==> src/rtl/hwd_pkg.sv <==
package hwd_pkg;
  localparam int unsigned HWD_TIMEOUT_DEF = 49152;
  localparam int unsigned HWD_HOLD_DEF    = 4100;

  typedef enum logic {
    HS_RUN  = 1'b0,
    HS_HOLD = 1'b1
  } hold_state_e;
endpackage

==> src/rtl/hwd_timeout.sv <==
module hwd_timeout #(
  parameter int unsigned TIMEOUT = hwd_pkg::HWD_TIMEOUT_DEF
) (
  input  logic clk,
  input  logic rst_n,
  input  logic restart,
  output logic expire
);
  localparam int unsigned CW = $clog2(TIMEOUT);
  localparam logic [CW-1:0] LAST = CW'(TIMEOUT - 1);

  logic [CW-1:0] cnt_q, cnt_d;
  logic          cnt_en;

  always_comb begin
    expire = !restart && (cnt_q == LAST);
    cnt_en = 1'b1;
    if (restart || expire) cnt_d = '0;
    else                   cnt_d = cnt_q + 1'b1;
  end

  always_ff @(posedge clk or negedge rst_n) begin
    if (!rst_n)      cnt_q <= '0;
    else if (cnt_en) cnt_q <= cnt_d;
  end

  AST_CNT_BOUND: assert property (@(posedge clk) disable iff (!rst_n)
    cnt_q <= LAST);
  AST_CNT_STEP: assert property (@(posedge clk) disable iff (!rst_n)
    (cnt_q != '0) |-> ($past(cnt_q) == cnt_q - 1'b1));
endmodule

==> src/rtl/hwd_hold.sv <==
module hwd_hold #(
  parameter int unsigned HOLD = hwd_pkg::HWD_HOLD_DEF
) (
  input  logic clk,
  input  logic rst_n,
  input  logic fire,
  output logic active
);
  import hwd_pkg::*;
  localparam int unsigned HW = (HOLD > 1) ? $clog2(HOLD) : 1;
  localparam logic [HW-1:0] HLAST = HW'(HOLD - 1);

  hold_state_e   st_q, st_d;
  logic [HW-1:0] hc_q, hc_d;

  always_comb begin
    st_d = st_q;
    hc_d = hc_q;
    case (st_q)
      HS_RUN: begin
        if (fire) begin
          st_d = HS_HOLD;
          hc_d = '0;
        end
      end
      HS_HOLD: begin
        if (hc_q == HLAST) begin
          st_d = HS_RUN;
          hc_d = '0;
        end else begin
          hc_d = hc_q + 1'b1;
        end
      end
      default: st_d = HS_RUN;
    endcase
  end

  always_ff @(posedge clk or negedge rst_n) begin
    if (!rst_n) begin
      st_q <= HS_RUN;
      hc_q <= '0;
    end else begin
      st_q <= st_d;
      hc_q <= hc_d;
    end
  end

  assign active = (st_q == HS_HOLD);

  AST_HOLD_BOUND: assert property (@(posedge clk) disable iff (!rst_n)
    hc_q <= HLAST);
  AST_HOLD_STAYS: assert property (@(posedge clk) disable iff (!rst_n)
    (active && hc_q != HLAST) |=> active);
  AST_HOLD_ENDS: assert property (@(posedge clk) disable iff (!rst_n)
    (active && hc_q == HLAST) |=> !active);
endmodule

==> src/rtl/hwd_flag.sv <==
module hwd_flag (
  input  logic clk,
  input  logic rst_n,
  input  logic set,
  input  logic clr,
  output logic flag
);
  logic flag_q, flag_d, flag_en;

  always_comb begin
    flag_en = set || clr;
    flag_d  = set;
  end

  always_ff @(posedge clk or negedge rst_n) begin
    if (!rst_n)       flag_q <= 1'b0;
    else if (flag_en) flag_q <= flag_d;
  end

  assign flag = flag_q;

  AST_FLAG_SET_WINS: assert property (@(posedge clk) disable iff (!rst_n)
    set |=> flag);
  AST_FLAG_STICKY: assert property (@(posedge clk) disable iff (!rst_n)
    (flag && !clr) |=> flag);
endmodule

==> src/rtl/hwd_top.sv <==
module hwd_top #(
  parameter int unsigned TIMEOUT = hwd_pkg::HWD_TIMEOUT_DEF,
  parameter int unsigned HOLD    = hwd_pkg::HWD_HOLD_DEF
) (
  input  logic clk,
  input  logic rst_n,
  input  logic refresh_wr,
  input  logic refresh_bit,
  input  logic wake,
  input  logic dbg_en,
  input  logic dis_strap,
  input  logic ext_rst,
  input  logic flag_clr,
  output logic chip_rst,
  output logic cpu_run,
  output logic ovf_flag
);
  logic [1:0] rst_sync_q;
  logic       rst_int_n;
  logic       enabled, refresh_hit, restart, expire, hold_active;

  always_ff @(posedge clk or negedge rst_n) begin
    if (!rst_n) rst_sync_q <= 2'b00;
    else        rst_sync_q <= {rst_sync_q[0], 1'b1};
  end
  assign rst_int_n = rst_sync_q[1];

  always_comb begin
    enabled     = !dis_strap && !dbg_en;
    refresh_hit = refresh_wr && refresh_bit;
    restart     = refresh_hit || ext_rst || !wake || !enabled || hold_active;
  end

  hwd_timeout #(.TIMEOUT(TIMEOUT)) u_cnt (
    .clk(clk), .rst_n(rst_int_n), .restart(restart), .expire(expire)
  );

  hwd_hold #(.HOLD(HOLD)) u_hold (
    .clk(clk), .rst_n(rst_int_n), .fire(expire), .active(hold_active)
  );

  hwd_flag u_flag (
    .clk(clk), .rst_n(rst_int_n), .set(expire),
    .clr(flag_clr || ext_rst), .flag(ovf_flag)
  );

  assign chip_rst = hold_active;
  assign cpu_run  = !hold_active;

  AST_REFRESH_BLOCKS: assert property (@(posedge clk) disable iff (!rst_int_n)
    (refresh_hit && !chip_rst) |=> !chip_rst);
  AST_WAKE_LOW_QUIET: assert property (@(posedge clk) disable iff (!rst_int_n)
    (!wake && !chip_rst) |=> !chip_rst);
  AST_DISABLED_QUIET: assert property (@(posedge clk) disable iff (!rst_int_n)
    (!enabled && !chip_rst) |=> !chip_rst);
  AST_EXT_CLEARS: assert property (@(posedge clk) disable iff (!rst_int_n)
    ext_rst |=> !ovf_flag);
  AST_FLAG_ON_RESET: assert property (@(posedge clk) disable iff (!rst_int_n)
    $rose(chip_rst) |-> ovf_flag);
endmodule

==> config.mk <==
export PLATFORM = sky130hd
export DESIGN_NAME = hwd_top
export DESIGN_NICKNAME = d
export VERILOG_FILES = /design/src/rtl/hwd_pkg.sv /design/src/rtl/hwd_timeout.sv /design/src/rtl/hwd_hold.sv /design/src/rtl/hwd_flag.sv /design/src/rtl/hwd_top.sv
export SDC_FILE = /design/constraint.sdc
export NUM_CORES = 1
export LEC_CHECK = 0
export ABC_CLOCK_PERIOD_IN_PS = 1100
export BUFFER_PORTS_ARGS = -buffer_cell sky130_fd_sc_hd__buf_2
export CAP_MARGIN = 30
export CORE_ASPECT_RATIO = 1.4
export CORE_MARGIN = 1
export CORE_UTILIZATION = 55
export CTS_BUF_LIST = sky130_fd_sc_hd__clkbuf_4 sky130_fd_sc_hd__clkbuf_8 sky130_fd_sc_hd__clkbuf_16
export DETAILED_ROUTE_END_ITERATION = 7
export PLACE_DENSITY = 0.74
export SLEW_MARGIN = 20
export SYNTH_ARGS = -nofsm -noshare
export SYNTH_HDL_FRONTEND = slang
export SYNTH_SLANG_ARGS = --single-unit
export TNS_END_PERCENT = 30
==> constraint.sdc <==
create_clock -name clk -period 1.1 [get_ports clk]
set_input_delay 0.11 -clock clk [delete_from_list [all_inputs] [get_ports clk]]
set_output_delay 0.11 -clock clk [all_outputs]
set_load 0.01 [all_outputs]
==> flow_summary.ini, run 1 <==
[critical_path]
critPathKind = register to register
worst_path_dominant_cell_family = simple AND/OR/NAND/NOR gates
crit_path_max_incr_delay_ps = 480
r2r_slack_ps = -640
end_kind = register
worstPathCellList = ha_2 > nand2_2 > or4_4 > o21ai_4 > buf_12 > o211ai_1
worst_ep_arrival_time_ps = 1900
timing.critical_path.from_type = register
worstPathMaxFanout = 13
cp_slowest_cell = or4_4
cp.buffers_inverters = 1
required_ps = 1250

[clocking]
insertion_delay_ps = 300
tritoncts = built
worst_setup_hold_path_clk_slew_ps = 80
clock_tree.buffer_depth = 2
cts_root_buf = clkbuf_8
numCtsBuffers = 5
htreeDepth = 2
cts.sink_count = 33

[synthesis]
avgSynthCellArea_um2 = 8.98
synth.lib_cells_used.distinct = 35
synth-async-reset-ratio = 1.00
post_synth_instance_area_um2 = 1700
synth-xor-area-share = 0.0516
post_synth_mux_area_share = 0.00590
synth_compound_gate_area_share = 0.144
postSynthCellCount = 189
synthSimpleGateAreaFrac = 0.251
synthDominantCellAreaShare = 0.487
yosys_warnings = 0
synth_area_leader_cell = dfrtp_1
synth-main-ff-cell = dfrtp_1
synth_nets = 200
sequential_to_total_area_share_from_yosys_stat = 0.487
synth.area.top_cells = dfrtp_1 49%, o21ai_0 6.5%, nor2_1 4.4%, nand3_1 3.8%, inv_1 3.3%
main_combinational_cell_family_by_area_after_synthesis = simple AND/OR/NAND/NOR gates
yosys.area_share.adder = 0.0147
ffs_latches_synth = 33
synth_edf_count = 0

[final_layout]
flow.area_growth_from_synthesis_pct = 52.5
finalInstanceArea_um2 = 2590
final_layout_size_suffix_gt1_frac = 0.419
antennaDiodeCount = 0
fin_nets = 282
num-fill-cells = 146

[route]
drt_pass1_iterations = 4
wl_per_cell_um = 19.5
viasPerCell = 6.11
antenna_violating_nets_post_route = 0
drt_wl_total_um = 6020
drt-initial-drc-count = 137
vias = 1887
drc_errors = 0

[grt]
globalRouteOverflowTotal = 0
grt_antenna_before_repair = 0
grt_pass1_wl_um = 8830
pin_count_of_the_biggest_net_entering_global_routing = 32
track_usage = 0.371
grt_pass1_vias = 1924

[floorplan]
die_y_um = 67.7
die_width_um = 48.9
top_level_ports = 12
floorplan.initialDensity = 0.584
cell_row_count = 23
die_area_um2 = 3310
placeableCoreArea_um2 = 2910

[sta]
finalCritPeriodShare = 1.58
finalMaxSlewViolations = 0
finalHoldWorstSlack_ps = 125
fmaxAchievable_ghz = 0.574
final.setup.tns_ps = -14700
rsz_0062_raised_after_global_routing = yes
clock-skew-final_ps = 12.3
setup_viol_count_final = 32
period_minus_slack_ps = 1740
setup_slack_ps = -642
hold_violations = 0

[power]
static-leakage-power_nw = 1.11
power.internal_mw = 1.80
combinationalPowerShare = 0.021
share_of_total_power_in_sequential_cells = 0.527
power_per_cell_area_nw_per_um2 = 894
ir_drop_mv = 1.28
sw_frac_of_total = 0.222
power_switching_mw = 0.514
clock_power_share = 0.452

[job]
drv_cap = 0

[outcome]
result_of_the_run = finished, violations left
violations = setup timing

[place]
detailed_place_hpwl_um = 3410
gp_congestion = 0.851
io_buffer_count = 11
post_dp_cell_area_um2 = 2280
post-place-ws_ps = -673

[worst_hold_path]
hold_path_class = primary input to register
-- placed cells by master, fill, tap and decap left out, types with 2 or more instances in the layout --
cell / instances
nor4b_4: 2
a21oi_2: 3
nor3_1: 5
xor2_1: 5
o21ai_2: 3
dfrtp_1: 33
buf_6: 7
o21ai_0: 8
o21ai_1: 11
buf_2: 9
nand3_1: 12
a21oi_1: 2
nand4_1: 5
and2_1: 2
ha_2: 2
clkbuf_8: 7
nor2_1: 19
nand2_1: 13
buf_4: 61
or3_1: 2
inv_1: 14
o31a_1: 3
or4_4: 3
xnor2_1: 4
o211ai_1: 3
o31ai_1: 2
nor4_1: 4
o21a_1: 2
-- cells in the mapped netlist, types with 4 or more instances --
| library cell | n |
|---|---|
| nor2_1 | 20 |
| nor4_1 | 5 |
| a21oi_1 | 5 |
| dfrtp_1 | 33 |
| xor2_1 | 5 |
| xnor2_1 | 5 |
| nand3_1 | 13 |
| nor3_1 | 5 |
| nand4_1 | 5 |
| or4_1 | 4 |
| inv_1 | 15 |
| o21ai_0 | 22 |
| nand2_1 | 14 |
-- flip-flops by register name (all words and copies together) (netlist names) --
| name | flops |
|---|---|
| rst_sync_q | 2 |
| u_cnt.cnt_q | 16 |
| u_flag.flag | 1 |
| u_hold.active | 1 |
| u_hold.hc_q | 13 |
-- metrics by stage --
| stage | power [mW] | cells | util |
|---|---|---|---|
| finish | 2.31 | 309 | 0.890 |
| global route | 2.38 | 309 | 0.890 |
| CTS | 2.30 | 306 | 0.864 |
| detailed placement | 1.29 | 296 | 0.783 |
| global placement | 1.28 | 296 | 0.783 |
| floorplan | 1.26 | 189 | - |
-- per-layer routing --
layer / routed length (um) / GRT usage / vias to the layer above
met2: 3320 / 0.710 / 83
met5: 0 / 0 / -
li1: - / - / 832
met1: 2240 / 0.353 / 940
met4: 233 / 0.243 / 0
met3: 233 / 0.0878 / 32
-- worst reg2reg max path: stages, from the launching register on --
cell      delay [ps]
dfrtp_1          370
ha_2             220
nand2_2           70
or4_4            480
o21ai_4          170
buf_12           160
o211ai_1         130
-- path summary, 6_finish.rpt --
| path | start | end | cells past startpoint |
|---|---|---|---|
| max | u_cnt.cnt_q[0]$_DFF_PN0_ | u_hold.hc_q[6]$_DFFE_PN0P_ | 6 |
| min | flag_clr | u_flag.flag$_DFFE_PN0P_ | 4 |
| max reg2reg | u_cnt.cnt_q[0]$_DFF_PN0_ | u_hold.hc_q[6]$_DFFE_PN0P_ | 6 |
| min reg2reg | rst_sync_q[1]$_DFF_PN0_ | u_cnt.cnt_q[0]$_DFF_PN0_ | 1 |
| max in group asynchronous | rst_sync_q[1]$_DFF_PN0_ | u_cnt.cnt_q[6]$_DFF_PN0_ | 1 |
| min in group asynchronous | rst_n | rst_sync_q[1]$_DFF_PN0_ | 2 |
-- final cells by class --
cell class / count / area [um2] / area share
multi-input cells: 137 / 943 / 0.365
inverters: 15 / 58.8 / 0.0227
clock inverters: 1 / 5.00 / 0.00193
clock buffers: 7 / 96.3 / 0.0372
flip-flops and latches: 33 / 826 / 0.319
well taps: 37 / 46.3 / 0.0179
repair buffers: 79 / 612 / 0.236
-- what timing repair did --
item,4_1_cts,5_1_grt
gates resized for setup,27,20
hold buffers,1,0
hold endpoints to repair,2,0
gates cloned,0,0
endpoints found under the setup margin,32,33
setup buffers,1,3
pin swaps,14,6
-- power by group through the flow --
stage / Sequential (mW) / Combinational [mW] / Clock (mW)
after floorplan: 1.26 / 0.00333 / 0
after detailed placement: 1.24 / 0.0452 / 0
final: 1.22 / 0.0491 / 1.05
after CTS: 1.22 / 0.0490 / 1.03
after global routing: 1.22 / 0.0556 / 1.11
after global placement: 1.24 / 0.0420 / 0
-- kinds of logic (layout without fill, tap and decap cells) --
| group | Yosys count | in the layout |
|---|---|---|
| xor+xnor | 10 | 10 |
| compound gates | 41 | 41 |
| fa+ha+maj | 2 | 2 |
| buf+inv | 19 | 102 |
| simple gates | 82 | 82 |
| mux | 1 | 1 |
| flops | 33 | 33 |
| other cells | 1 | 1 |
Power figures use the tool's default switching activity.
==> run 2: changes to the inputs <==
--- a/config.mk
+++ b/config.mk
@@ -10,10 +10,9 @@
 export CAP_MARGIN = 30
 export CORE_ASPECT_RATIO = 1.4
 export CORE_MARGIN = 1
-export CORE_UTILIZATION = 55
+export CORE_UTILIZATION = 35
 export CTS_BUF_LIST = sky130_fd_sc_hd__clkbuf_4 sky130_fd_sc_hd__clkbuf_8 sky130_fd_sc_hd__clkbuf_16
 export DETAILED_ROUTE_END_ITERATION = 7
-export PLACE_DENSITY = 0.74
 export SLEW_MARGIN = 20
 export SYNTH_ARGS = -nofsm -noshare
 export SYNTH_HDL_FRONTEND = slang
==> run 2 against run 1 <==
Total power decreased by 5.8%. Via count decreased by 15%. Worst setup slack improved by 160 ps. Largest power group unchanged. The run still ends with setup timing left. First-iteration DRC count decreased by 12%.
==> flow_summary.ini, run 2 (synthesis results as in run 1) <==
[outcome]
result_of_the_run = finished, violations left
violations = setup timing

[floorplan]
die_area_um2 = 5130
die_width_um = 60.8
cell_row_count = 29
top_level_ports = 12
die_y_um = 84.4
floorplan.initialDensity = 0.368
placeableCoreArea_um2 = 4610

[worst_hold_path]
min_path_cells = 4
hold_path_class = primary input to register
min_from = flag_clr
hold-path-endpoint = u_flag.flag$_DFFE_PN0P_

[clocking]
worst_setup_hold_path_clk_slew_ps = 70
numCtsBuffers = 5
insertion_delay_ps = 290
cts.sink_count = 33
cts_root_buf = clkbuf_8
clock_tree.buffer_depth = 2
htreeDepth = 2
tritoncts = built

[route]
viasPerCell = 4.87
wl_per_cell_um = 12.6
antenna_violating_nets_post_route = 0
drc_errors = 0
drt_pass1_iterations = 4
drt_wl_total_um = 4160
vias = 1611
drt-initial-drc-count = 121

[critical_path]
end_kind = register
worstPathMaxFanout = 3
critPathKind = register to register
required_ps = 1310
register_to_register_path_depth = 5
worst_ep_arrival_time_ps = 1800
regToRegStartpoint = u_cnt.cnt_q[6]$_DFF_PN0_
r2r_slack_ps = -480
timing.critical_path.from_type = register
crit-reg2reg-capture = u_cnt.cnt_q[15]$_DFF_PN0_

[final_layout]
layout_commonest_cell = buf_4
finalInstanceArea_um2 = 2550
final_layout_size_suffix_gt1_frac = 0.401
num-fill-cells = 424
layout_common_cells = 59 x buf_4, 32 x dfrtp_1, 18 x nor2_1
top_regs = u_cnt.cnt_q x16, u_hold.hc_q x13, rst_sync_q x2
antennaDiodeCount = 0
regMostFlops = u_cnt.cnt_q
largest_register_ff_count = 16
fin_nets = 279
flow.area_growth_from_synthesis_pct = 50.6

[grt]
grt_antenna_before_repair = 0
globalRouteOverflowTotal = 0
pin_count_of_the_biggest_net_entering_global_routing = 32
track_usage = 0.178
grt_pass1_vias = 1553
grt_pass1_wl_um = 6720

[power]
share_of_total_power_in_sequential_cells = 0.559
sw_frac_of_total = 0.231
power_switching_mw = 0.503
static-leakage-power_nw = 1.07
p_total_mw = 2.18
power_per_cell_area_nw_per_um2 = 853
power.internal_mw = 1.68
clock_power_share = 0.415
ir_drop_mv = 0.825
combinationalPowerShare = 0.026

[place]
io_buffer_count = 11
detailed_place_hpwl_um = 2930
post_dp_cell_area_um2 = 2320
gp_congestion = 0.774
post-place-ws_ps = -578

[sta]
hold_violations = 0
period_minus_slack_ps = 1580
clock-skew-final_ps = 8.34
setup_slack_ps = -482
setup_viol_count_final = 33
rsz_0062_raised_after_global_routing = yes
final.setup.tns_ps = -11490
finalCritPeriodShare = 1.44
fmaxAchievable_ghz = 0.632
finalMaxSlewViolations = 0

[job]
drv_cap = 0
==> run 2: layout make-up <==
class                           instances  area, um2  share of cell area
Inverter                               15       56.3              0.0220
Tap cell                               62       77.6              0.0304
Clock buffer                            5       68.8              0.0269
Timing Repair Buffer                   76        588               0.230
Multi-Input combinational cell        137        920               0.360
Clock inverter                          3       17.5             0.00686
Sequential cell                        33        827               0.324
==> run 2: worst max-delay path by stage <==
stage | depth (start not counted) | startpoint | end
floorplan | 5 | u_cnt.cnt_q[2]$_DFF_PN0_ | u_cnt.cnt_q[14]$_DFF_PN0_
global placement | 6 | u_hold.hc_q[0]$_DFFE_PN0P_ | u_hold.hc_q[6]$_DFFE_PN0P_
detailed placement | 5 | u_cnt.cnt_q[4]$_DFF_PN0_ | u_cnt.cnt_q[14]$_DFF_PN0_
CTS | 5 | u_cnt.cnt_q[4]$_DFF_PN0_ | u_hold.hc_q[6]$_DFFE_PN0P_
global route | 7 | u_hold.hc_q[1]$_DFFE_PN0P_ | u_hold.hc_q[10]$_DFFE_PN0P_
finish | 5 | u_cnt.cnt_q[6]$_DFF_PN0_ | u_cnt.cnt_q[15]$_DFF_PN0_
==> run 2: power by group through the flow <==
stage | combinational [mW] | sequential [mW] | clock, mW
6_report | 0.0569 | 1.22 | 0.903
2_1_floorplan | 0.00333 | 1.26 | 0
5_1_grt | 0.0653 | 1.22 | 0.976
4_1_cts | 0.0558 | 1.22 | 0.935
3_3_place_gp | 0.0513 | 1.24 | 0
3_5_place_dp | 0.0516 | 1.24 | 0
==> run 2: stage by stage <==
| step | hold WS, ps | std cells | utilization |
|---|---|---|---|
| 2_1_floorplan | -186 | 189 | - |
| 3_3_place_gp | -105 | 321 | 0.503 |
| 3_5_place_dp | -105 | 321 | 0.503 |
| 4_1_cts | 67.6 | 330 | 0.544 |
| 5_1_grt | 69.3 | 331 | 0.554 |
| 6_report | 66.4 | 331 | 0.554 |
==> run 2: worst max-delay path, cell delays in order (launching register included) <==
cell,delay [ps]
dfrtp_1,350
nand4_1,130
buf_4,160
or2_4,230
or4_1,510
a21oi_1,130
==> run 2: per-layer routing <==
metal	wire, um	part of all wire	global-route usage
met1	1740	0.42	0.207
met2	2290	0.55	0.313
met5	0	0	0
met3	75	0.018	0.0370
met4	61	0.015	0.0620
==> run 2: timing repair <==
item                       CTS  global route
setup endpoints to repair   32            33
pin swaps                   15             5
hold endpoints to repair     2             0
resized for setup           24            13
hold buffers                 1             0
setup buffers                0             1
